===== src/rtl/trip_pkg.sv =====
package trip_pkg;
  localparam logic [1:0] A_CTRL = 2'd0;
  localparam logic [1:0] A_DATA = 2'd1;
  localparam logic [1:0] A_STAT = 2'd2;
  localparam logic [1:0] A_TIDX = 2'd3;

  typedef enum logic [1:0] {
    ST_IDLE,
    ST_LOAD,
    ST_REQ,
    ST_WAIT
  } scan_state_e;
endpackage


===== src/rtl/trip_store.sv =====
module trip_store #(
  parameter int unsigned N  = 16,
  parameter int unsigned SW = 8,
  parameter int unsigned CW = 4,
  localparam int unsigned IW = $clog2(N),
  localparam int unsigned EW = CW + 1
) (
  input  logic          clk,
  input  logic          rst_n,
  input  logic [IW-1:0] acc_idx,
  input  logic          acc_list,
  input  logic          acc_high,
  input  logic          acc_wr,
  input  logic [SW-1:0] acc_wdata,
  output logic [SW-1:0] acc_rdata,
  input  logic [IW-1:0] scan_idx,
  output logic [CW-1:0] scan_chan,
  output logic          scan_diff,
  output logic [SW-1:0] scan_lo,
  output logic [SW-1:0] scan_hi
);
  logic [EW-1:0] list_q [N];
  logic [SW-1:0] lo_q   [N];
  logic [SW-1:0] hi_q   [N];

  always_ff @(posedge clk) begin
    if (!rst_n) begin
      for (int i = 0; i < N; i++) begin
        list_q[i] <= '0;
        lo_q[i]   <= '0;
        hi_q[i]   <= '1;
      end
    end else if (acc_wr) begin
      if (acc_list)      list_q[acc_idx] <= acc_wdata[EW-1:0];
      else if (acc_high) hi_q[acc_idx]   <= acc_wdata;
      else               lo_q[acc_idx]   <= acc_wdata;
    end
  end

  always_comb begin
    if (acc_list)      acc_rdata = SW'(list_q[acc_idx]);
    else if (acc_high) acc_rdata = hi_q[acc_idx];
    else               acc_rdata = lo_q[acc_idx];
  end

  assign scan_chan = list_q[scan_idx][CW-1:0];
  assign scan_diff = list_q[scan_idx][CW];
  assign scan_lo   = lo_q[scan_idx];
  assign scan_hi   = hi_q[scan_idx];
endmodule


===== src/rtl/trip_scan.sv =====
module trip_scan #(
  parameter int unsigned N  = 16,
  parameter int unsigned CW = 4,
  localparam int unsigned IW = $clog2(N)
) (
  input  logic          clk,
  input  logic          rst_n,
  input  logic          en,
  input  logic [IW-1:0] start_idx,
  input  logic [IW-1:0] end_idx,
  output logic [IW-1:0] cur_idx,
  input  logic [CW-1:0] ent_chan,
  input  logic          ent_diff,
  output logic          req_valid,
  input  logic          req_ready,
  output logic [CW-1:0] req_chan,
  output logic          req_diff,
  input  logic          smp_valid,
  output logic          smp_ready,
  output logic          fire
);
  import trip_pkg::*;

  scan_state_e   state_q;
  logic [IW-1:0] cur_q, nxt_idx;
  logic [CW-1:0] chan_q;
  logic          diff_q;

  always_comb begin
    if (cur_q == end_idx)              nxt_idx = start_idx;
    else if (cur_q == IW'(N - 1))      nxt_idx = '0;
    else                               nxt_idx = cur_q + 1'b1;
  end

  always_ff @(posedge clk) begin
    if (!rst_n) begin
      state_q <= ST_IDLE;
      cur_q   <= '0;
      chan_q  <= '0;
      diff_q  <= 1'b0;
    end else begin
      unique case (state_q)
        ST_IDLE: begin
          cur_q <= start_idx;
          if (en) state_q <= ST_LOAD;
        end
        ST_LOAD: begin
          if (!en) begin
            state_q <= ST_IDLE;
            cur_q   <= start_idx;
          end else begin
            chan_q  <= ent_diff ? (ent_chan & ~CW'(1)) : ent_chan;
            diff_q  <= ent_diff;
            state_q <= ST_REQ;
          end
        end
        ST_REQ: if (req_ready) state_q <= ST_WAIT;
        ST_WAIT: begin
          if (smp_valid) begin
            if (en) begin
              cur_q   <= nxt_idx;
              state_q <= ST_LOAD;
            end else begin
              cur_q   <= start_idx;
              state_q <= ST_IDLE;
            end
          end
        end
        default: state_q <= ST_IDLE;
      endcase
    end
  end

  assign req_valid = (state_q == ST_REQ);
  assign smp_ready = (state_q == ST_WAIT);
  assign req_chan  = chan_q;
  assign req_diff  = diff_q;
  assign fire      = smp_valid && smp_ready;
  assign cur_idx   = cur_q;


  req_hold_chk: assert property (@(posedge clk) disable iff (!rst_n)
    req_valid && !req_ready |=> req_valid && $stable(req_chan) && $stable(req_diff));

  chan_excl_chk: assert property (@(posedge clk) disable iff (!rst_n)
    !(req_valid && smp_ready));

  window_wrap_chk: assert property (@(posedge clk) disable iff (!rst_n)
    fire && en && cur_q == end_idx |=> cur_idx == $past(start_idx));

  stop_step_chk: assert property (@(posedge clk) disable iff (!rst_n)
    fire && !en |=> !req_valid && !smp_ready);
endmodule


===== src/rtl/trip_flags.sv =====
module trip_flags #(
  parameter int unsigned SW = 8,
  parameter int unsigned IW = 4
) (
  input  logic          clk,
  input  logic          rst_n,
  input  logic          fire,
  input  logic [SW-1:0] sample,
  input  logic [SW-1:0] lo_thr,
  input  logic [SW-1:0] hi_thr,
  input  logic [IW-1:0] idx,
  input  logic          stat_wr,
  input  logic          clr_lo,
  input  logic          clr_hi,
  input  logic          ie_lo_d,
  input  logic          ie_hi_d,
  output logic          lo_flag,
  output logic          hi_flag,
  output logic          lo_ie,
  output logic          hi_ie,
  output logic [IW-1:0] lo_at,
  output logic [IW-1:0] hi_at,
  output logic          irq
);
  logic lo_set, hi_set;

  assign lo_set = fire && (sample < lo_thr);
  assign hi_set = fire && (sample > hi_thr);

  always_ff @(posedge clk) begin
    if (!rst_n) begin
      lo_flag <= 1'b0;
      hi_flag <= 1'b0;
      lo_ie   <= 1'b0;
      hi_ie   <= 1'b0;
      lo_at   <= '0;
      hi_at   <= '0;
    end else begin
      lo_flag <= lo_set | (lo_flag & ~(stat_wr & clr_lo));
      hi_flag <= hi_set | (hi_flag & ~(stat_wr & clr_hi));
      if (stat_wr) begin
        lo_ie <= ie_lo_d;
        hi_ie <= ie_hi_d;
      end
      if (lo_set) lo_at <= idx;
      if (hi_set) hi_at <= idx;
    end
  end

  assign irq = (lo_flag & lo_ie) | (hi_flag & hi_ie);


  low_trip_chk: assert property (@(posedge clk) disable iff (!rst_n)
    fire && (sample < lo_thr) |=> lo_flag);

  high_trip_chk: assert property (@(posedge clk) disable iff (!rst_n)
    fire && (sample > hi_thr) |=> hi_flag);

  low_w1c_chk: assert property (@(posedge clk) disable iff (!rst_n)
    stat_wr && clr_lo && !(fire && (sample < lo_thr)) |=> !lo_flag);

  high_sticky_chk: assert property (@(posedge clk) disable iff (!rst_n)
    hi_flag && !(stat_wr && clr_hi) |=> hi_flag);

  high_at_chk: assert property (@(posedge clk) disable iff (!rst_n)
    fire && (sample > hi_thr) |=> hi_at == $past(idx));
endmodule


===== src/rtl/trip_sequencer.sv =====
module trip_sequencer #(
  parameter int unsigned N  = 16,
  parameter int unsigned SW = 8,
  parameter int unsigned CW = 4,
  parameter int unsigned DW = 16
) (
  input  logic          clk,
  input  logic          rst_n,
  input  logic [1:0]    bus_addr,
  input  logic          bus_wr,
  input  logic [DW-1:0] bus_wdata,
  output logic [DW-1:0] bus_rdata,
  output logic          req_valid,
  input  logic          req_ready,
  output logic [CW-1:0] req_chan,
  output logic          req_diff,
  input  logic          smp_valid,
  output logic          smp_ready,
  input  logic [SW-1:0] smp_data,
  output logic          irq
);
  import trip_pkg::*;
  localparam int unsigned IW = $clog2(N);

  logic [DW-1:0] ctrl_q;
  logic          run_en, sel_list, sel_high;
  logic [IW-1:0] acc_idx, win_start, win_end, cur_idx;
  logic [SW-1:0] acc_rdata, thr_lo, thr_hi;
  logic [CW-1:0] ent_chan;
  logic          ent_diff, fire;
  logic          lo_flag, hi_flag, lo_ie, hi_ie;
  logic [IW-1:0] lo_at, hi_at;
  logic          ctrl_wr, data_wr, stat_wr;

  assign ctrl_wr = bus_wr && (bus_addr == A_CTRL);
  assign data_wr = bus_wr && (bus_addr == A_DATA);
  assign stat_wr = bus_wr && (bus_addr == A_STAT);

  always_ff @(posedge clk) begin
    if (!rst_n)       ctrl_q <= '0;
    else if (ctrl_wr) ctrl_q <= bus_wdata;
  end

  assign run_en    = ctrl_q[0];
  assign sel_list  = ctrl_q[1];
  assign sel_high  = ctrl_q[2];
  assign acc_idx   = ctrl_q[4 +: IW];
  assign win_start = ctrl_q[8 +: IW];
  assign win_end   = ctrl_q[12 +: IW];

  trip_store #(.N(N), .SW(SW), .CW(CW)) u_store (
    .clk(clk), .rst_n(rst_n),
    .acc_idx(acc_idx), .acc_list(sel_list), .acc_high(sel_high),
    .acc_wr(data_wr), .acc_wdata(bus_wdata[SW-1:0]), .acc_rdata(acc_rdata),
    .scan_idx(cur_idx), .scan_chan(ent_chan), .scan_diff(ent_diff),
    .scan_lo(thr_lo), .scan_hi(thr_hi)
  );

  trip_scan #(.N(N), .CW(CW)) u_scan (
    .clk(clk), .rst_n(rst_n), .en(run_en),
    .start_idx(win_start), .end_idx(win_end), .cur_idx(cur_idx),
    .ent_chan(ent_chan), .ent_diff(ent_diff),
    .req_valid(req_valid), .req_ready(req_ready),
    .req_chan(req_chan), .req_diff(req_diff),
    .smp_valid(smp_valid), .smp_ready(smp_ready), .fire(fire)
  );

  trip_flags #(.SW(SW), .IW(IW)) u_flags (
    .clk(clk), .rst_n(rst_n), .fire(fire), .sample(smp_data),
    .lo_thr(thr_lo), .hi_thr(thr_hi), .idx(cur_idx),
    .stat_wr(stat_wr), .clr_lo(bus_wdata[0]), .clr_hi(bus_wdata[1]),
    .ie_lo_d(bus_wdata[4]), .ie_hi_d(bus_wdata[5]),
    .lo_flag(lo_flag), .hi_flag(hi_flag), .lo_ie(lo_ie), .hi_ie(hi_ie),
    .lo_at(lo_at), .hi_at(hi_at), .irq(irq)
  );

  always_comb begin
    bus_rdata = '0;
    unique case (bus_addr)
      A_CTRL: bus_rdata = ctrl_q;
      A_DATA: bus_rdata = DW'(acc_rdata);
      A_STAT: begin
        bus_rdata[0] = lo_flag;
        bus_rdata[1] = hi_flag;
        bus_rdata[4] = lo_ie;
        bus_rdata[5] = hi_ie;
      end
      default: begin
        bus_rdata[0 +: IW] = lo_at;
        bus_rdata[8 +: IW] = hi_at;
      end
    endcase
  end


  irq_quiet_chk: assert property (@(posedge clk) disable iff (!rst_n)
    !lo_flag && !hi_flag |-> !irq);
endmodule


===== config.mk =====
export PLATFORM = sky130hd
export DESIGN_NAME = trip_sequencer
export DESIGN_NICKNAME = d
export VERILOG_FILES = /design/src/rtl/trip_pkg.sv /design/src/rtl/trip_store.sv /design/src/rtl/trip_scan.sv /design/src/rtl/trip_flags.sv /design/src/rtl/trip_sequencer.sv
export SDC_FILE = /design/constraint.sdc
export NUM_CORES = 1
export LEC_CHECK = 0
export ABC_CLOCK_PERIOD_IN_PS = 3800
export CAP_MARGIN = 30
export CORE_MARGIN = 2
export CORE_UTILIZATION = 45
export DETAILED_ROUTE_END_ITERATION = 8
export DONT_BUFFER_PORTS = 1
export GPL_TIMING_DRIVEN = 0
export PLACE_DENSITY = 0.59
export SKIP_CTS_REPAIR_TIMING = 1
export SLEW_MARGIN = 20
export SYNTH_ARGS = -nofsm -noshare
export SYNTH_HDL_FRONTEND = slang
export SYNTH_SLANG_ARGS = --single-unit

===== constraint.sdc =====
create_clock -name clk -period 3.8 [get_ports clk]
set_input_delay 0.57 -clock clk [delete_from_list [all_inputs] [get_ports clk]]
set_output_delay 0.57 -clock clk [all_outputs]
set_load 0.02 [all_outputs]

After elaboration in Yosys (flattened, before gate mapping)
Memories as Yosys holds them, arrays and structs flattened. A register that Yosys moved wholly into a read port is not among the register bits.
Cells that the tools add are included.
{"block": "word_totals", "ff_bits": 39, "latchBits": 0, "mem_bits_rw": 336, "mem_bits_ro": 0, "input_bits": 31, "out_inout_bits": 24, "n_memories": 3}
{"memory": "u_store.hi_q", "words": 16, "width": 8, "rd": 2, "rd_ports_with_merged_regs": 2, "write_ports": 16, "line": "trip_store.sv:24", "rtl": "logic [SW-1:0] hi_q [N];"}
{"memory": "u_store.lo_q", "words": 16, "width": 8, "rd": 2, "rd_ports_with_merged_regs": 2, "write_ports": 16, "line": "trip_store.sv:23", "rtl": "logic [SW-1:0] lo_q [N];"}
{"memory": "u_store.list_q", "words": 16, "width": 5, "rd": 2, "rd_ports_with_merged_regs": 2, "write_ports": 16, "line": "trip_store.sv:22", "rtl": "logic [EW-1:0] list_q [N];"}
{"block": "classes", "addsub": 1, "n_mul": 0, "div_mod_pow": 0, "n_lt_le_gt_ge": 2, "eq_ne": 11, "shifts": 0, "mux": 57, "bitwise": 11, "reduce_logical": 16}
{"op": "$mux W4", "count": 21}
{"op": "$mux W8", "count": 4}
{"op": "$mux W1", "count": 20}
{"op": "$pmux W2 S3", "count": 3}
{"op": "$reduce_or A8 Y1", "count": 2}
{"op": "$pmux W4 S3", "count": 1}
{"op": "$gt A8 B8 Y1", "count": 1}
{"op": "$lt A8 B8 Y1", "count": 1}
{"op": "$mux W2", "count": 4}
{"op": "$pmux W2 S4", "count": 1}
{"op": "$pmux W4 S2", "count": 1}
{"op": "$and A1 B1 Y1", "count": 6}
{"op": "$eq A2 B2 Y1 const B", "count": 3}
{"op": "$logic_and A1 B1 Y1", "count": 6}
{"op": "$ne A2 B2 Y1 const B", "count": 3}
{"op": "$reduce_and A3 Y1", "count": 2}
{"op": "$mux W5", "count": 1}
{"op": "$reduce_or A5 Y1", "count": 1}
{"op": "$add A4 B1 Y4 const B", "count": 1}
{"op": "$eq A2 B1 Y1 const B", "count": 2}
{"op": "$eq A4 B4 Y1", "count": 1}
{"op": "$eq A4 B4 Y1 const B", "count": 1}
{"op": "$logic_not A2 Y1", "count": 2}
{"op": "$pmux W2 S2", "count": 1}
{"op": "6 further kinds", "count": 9}

Depth between registers and ports, before layout
{"block": "logic_depth", "depth_word": 8, "depth_mapped": 13, "ltp_nobuf": 10}

By module
From an unflattened synthesis, not the netlist that was laid out.
{"block": "unflattened", "hier_cells": 1520, "hier_area_um2": 20853.8}
{"module": "trip_store", "n_inst": 1, "cells_each": 1240, "area_each_um2": 18381.4}
{"module": "trip_flags", "n_inst": 1, "cells_each": 116, "area_each_um2": 967.2}
{"module": "trip_sequencer", "n_inst": 1, "cells_each": 101, "area_each_um2": 922.1}
{"module": "trip_scan", "n_inst": 1, "cells_each": 63, "area_each_um2": 583.1}

Least setup slack after synthesis
Ideal clock, no wire load.
{"block": "synth_timing", "kind": "register to register", "startpoint": "register (tool-made name)", "endpoint": "register u_flags.lo_at[0]", "setup_time_ns": 0.117, "t_arrival_ns": 3.114, "required_ns": 3.683, "path_slack_ns": 0.570, "stages_incl_launch_ff": 14, "n_path_buf": 3, "synth_period_minus_slack_ns": 3.230, "path_cell_list": "dfxtp_1 buf_2 clkbuf_1 clkbuf_1 mux4_2 mux4_2 inv_1 ha_1 a21o_1 a211oi_1 o21ai_0 a21oi_1 nor2b_1 a22o_1"}
{"element": "end signal: assignment", "line": "trip_flags.sv:45", "rtl": "if (lo_set) lo_at <= idx;"}
{"element": "end: declaration", "line": "trip_flags.sv:21", "rtl": "output logic [IW-1:0] lo_at,"}

==> impl_metrics.toml <==
[outcome]
status = "finished, violations left"
violated_checks = "setup timing"

[placed_design]
detailedPlacementHpwl_um = 57100
placed_cells = 2126
port_buffers = 0
post-place-ws_ps = -894
placer_s_final_routability_congestion_estimate = 0.984

[cts]
ctsHtreeMaxLevel = 2
bufs_on_longest_clock_path = 3
worst_skew_late_latency_ps = 580
cts_made_buffers = 43
cts.root.buffer_cell = "clkbuf_16"
cts_tree = "built"
clk_transition_reported_paths_ps = 60
clock_sink_count = 383

[cells_and_area]
fin_cells = 2204
proportion_of_layout_cells_with_a_drive_suffix_above_1_pct = 21.9
filler_cell_count_in_the_final_layout = 3860
fin_nets = 1621
final_cell_mix = "336 x edfxtp_1, 217 x and2_1, 184 x mux4_2"
antenna_cells = 0
synthToLayoutAreaGrowth_pct = 12.5
layout_commonest_cell = "edfxtp_1"
finalCoreUtilization_pct = 51.3

[global_route]
grt_antenna_before_repair = 0
grt.overflow.total = 0
vias_in_the_first_global_route = 14600
gr-usage-all-layers_pct = 33.3
grt_start_max_net_pins = 14
grt_first_pass_wirelength_um = 109000

[route]
postRouteWirelength_um = 78400
remaining_drc_errors = 0
wl_per_cell_um = 35.6
final_antenna_net_count = 0
firstDrtPassIters = 6
num_vias = 15000
routed_via_density = 6.80
detail_route.iter0.violations = 2516

[sta]
worstMarginPinSlew_ps = 1080
fmax_mhz = 260
timing.final.hold_violations = 0
layout_worst_path_cycle_share_pct = 101
finalCriticalPeriod_ps = 3850
fin_setup_tns_ps = -81.8
rsz0062_at_grt = "no"
slew-limit-headroom_pct = 27.9
clock-skew-final_ps = 26.7
final_critical_path_setup_slack_ps = -45.9
setup_viol_count_final = 2
worst_hold_slack_ps = 126
max_slew_violation_count = 0

[job]
cap_viol_max_count = 0

[synth]
synth_area_mm2 = 0.0207
seq_area_frac_synth_pct = 53.4
ys_types = 49
postSynth.asyncResetShare_pct = 0
synth_edf_count = 336
ys.flop_type = "edfxtp_1"
yosys_register_bits = 383
syn-num-nets = 1551
syn-mean-instance-area_um2 = 13.7
synth.yosys.warnings = 0
syn-instance-count = 1504

[floorplan]
boundaryPins = 55
row_count = 78
initial_utilization_pct = 45.6
die_x_um = 218
coreArea_mm2 = 0.0454
floorplan.die_area_mm2 = 0.0477
fp.dieH_um = 218

[worst_setup_path]
crit_path_kind = "reg -> out"
critical_path.max_stage_delay_ps = 480
critPathRequiredTime_ps = 3230
worstSetupStartpointType = "flop"
cp_cell_sequence = "buf_6, buf_6, clkbuf_4, mux4_2, o22ai_1, a211oi_1, a22o_1"
critical_path.n_buffers_inverters = 3
critical-path-top-cell-by-count = "buf_6"
cp.arrival_ps = 3280
crit_path_end_kind = "output pin"
kind_of_cell_adding_the_most_delay_to_the_critical_path = "compound AO/OA/AOI/OAI gates"
largest_driver_fanout_on_the_critical_path = 10
cpMaxStageDelayCell = "a211oi_1"

[worst_hold_path]
timing.hold.worst.class = "in -> reg"

[power]
leakagePower_nw = 7.08
power_density_mw_per_mm2 = 409
vdd_drop_max_mv = 0.315
## final timing paths
| kind | startpoint | endpoint | slack, ps | cells after the start |
|---|---|---|---|---|
| worst max-delay path | flop | bus_rdata[6] | -50 | 7 |
| worst min-delay path | req_ready | u_scan.state_q[0]$_SDFFE_PN0P_ | 130 | 2 |
| worst max register to register | flop | u_flags.lo_at[2]$_SDFFE_PN0P_ | 130 | 14 |
| worst min register to register | u_flags.hi_at[3]$_SDFFE_PN0P_ | u_flags.hi_at[3]$_SDFFE_PN0P_ | 470 | 2 |
## cell usage after synthesis, types with 19 or more instances
cell,number,area [um^2]
nor2_1,54,203
and2_1,217,1360
nand3_1,22,110
a21oi_1,19,95.1
nand2_1,76,285
mux4_2,184,4140
dfxtp_1,47,941
buf_2,20,100
inv_1,23,86.3
clkbuf_1,111,417
edfxtp_1,336,10100
nor2b_1,21,131
mux2i_1,32,320
o21ai_0,58,290
or3_1,128,801
## area by class of cell
class / count / area (um^2) / area share (%)
Sequential cell: 383 / 11000 / 47.4
Multi-Input combinational cell: 950 / 9040 / 38.9
Clock buffer: 56 / 1180 / 5.09
Buffer: 147 / 825 / 3.54
Tap cell: 600 / 751 / 3.23
Timing Repair Buffer: 26 / 213 / 0.914
Clock inverter: 19 / 139 / 0.597
Inverter: 23 / 86.3 / 0.371
## registers in the layout, indices dropped and copies added, names as in the netlist, 4 cells and up, named ones only
register	cells
u_scan.cur_idx	4
u_store.hi_q	128
u_flags.lo_at	4
u_store.list_q	80
u_flags.hi_at	4
ctrl_q	16
u_scan.req_chan	4
u_store.lo_q	128
## report_power, final
part | internal, mW | switching, mW | total, mW
Combinational | 0.245 | 0.501 | 0.746
Clock | 2.32 | 1.75 | 4.07
Sequential | 4.65 | 0.0566 | 4.71
## metal layers
layer	GRT usage (%)	up-vias	part of all wire, %
met4	18.0	0	6.7
li1	-	5928	-
met5	0	-	0
met3	9.60	285	12
met1	43.7	7557	37
met2	50.1	1223	44
## per-stage QoR
stage	power, mW	cell area, um^2
3_3_place_gp	5.47	21400
5_1_grt	9.71	23300
2_1_floorplan	5.18	20700
3_5_place_dp	5.50	21700
4_1_cts	9.47	23000
6_report	9.52	23300
## kinds of logic after synthesis
kind of cell | after synthesis | synth area share, %
compound gates | 173 | 5.51
xor+xnor | 4 | 0.169
simple gates | 536 | 14.5
buf+inv | 171 | 3.61
mux | 221 | 21.9
fa+ha+maj | 16 | 0.968
flops | 383 | 53.4
(Power assumes the default switching activity.)
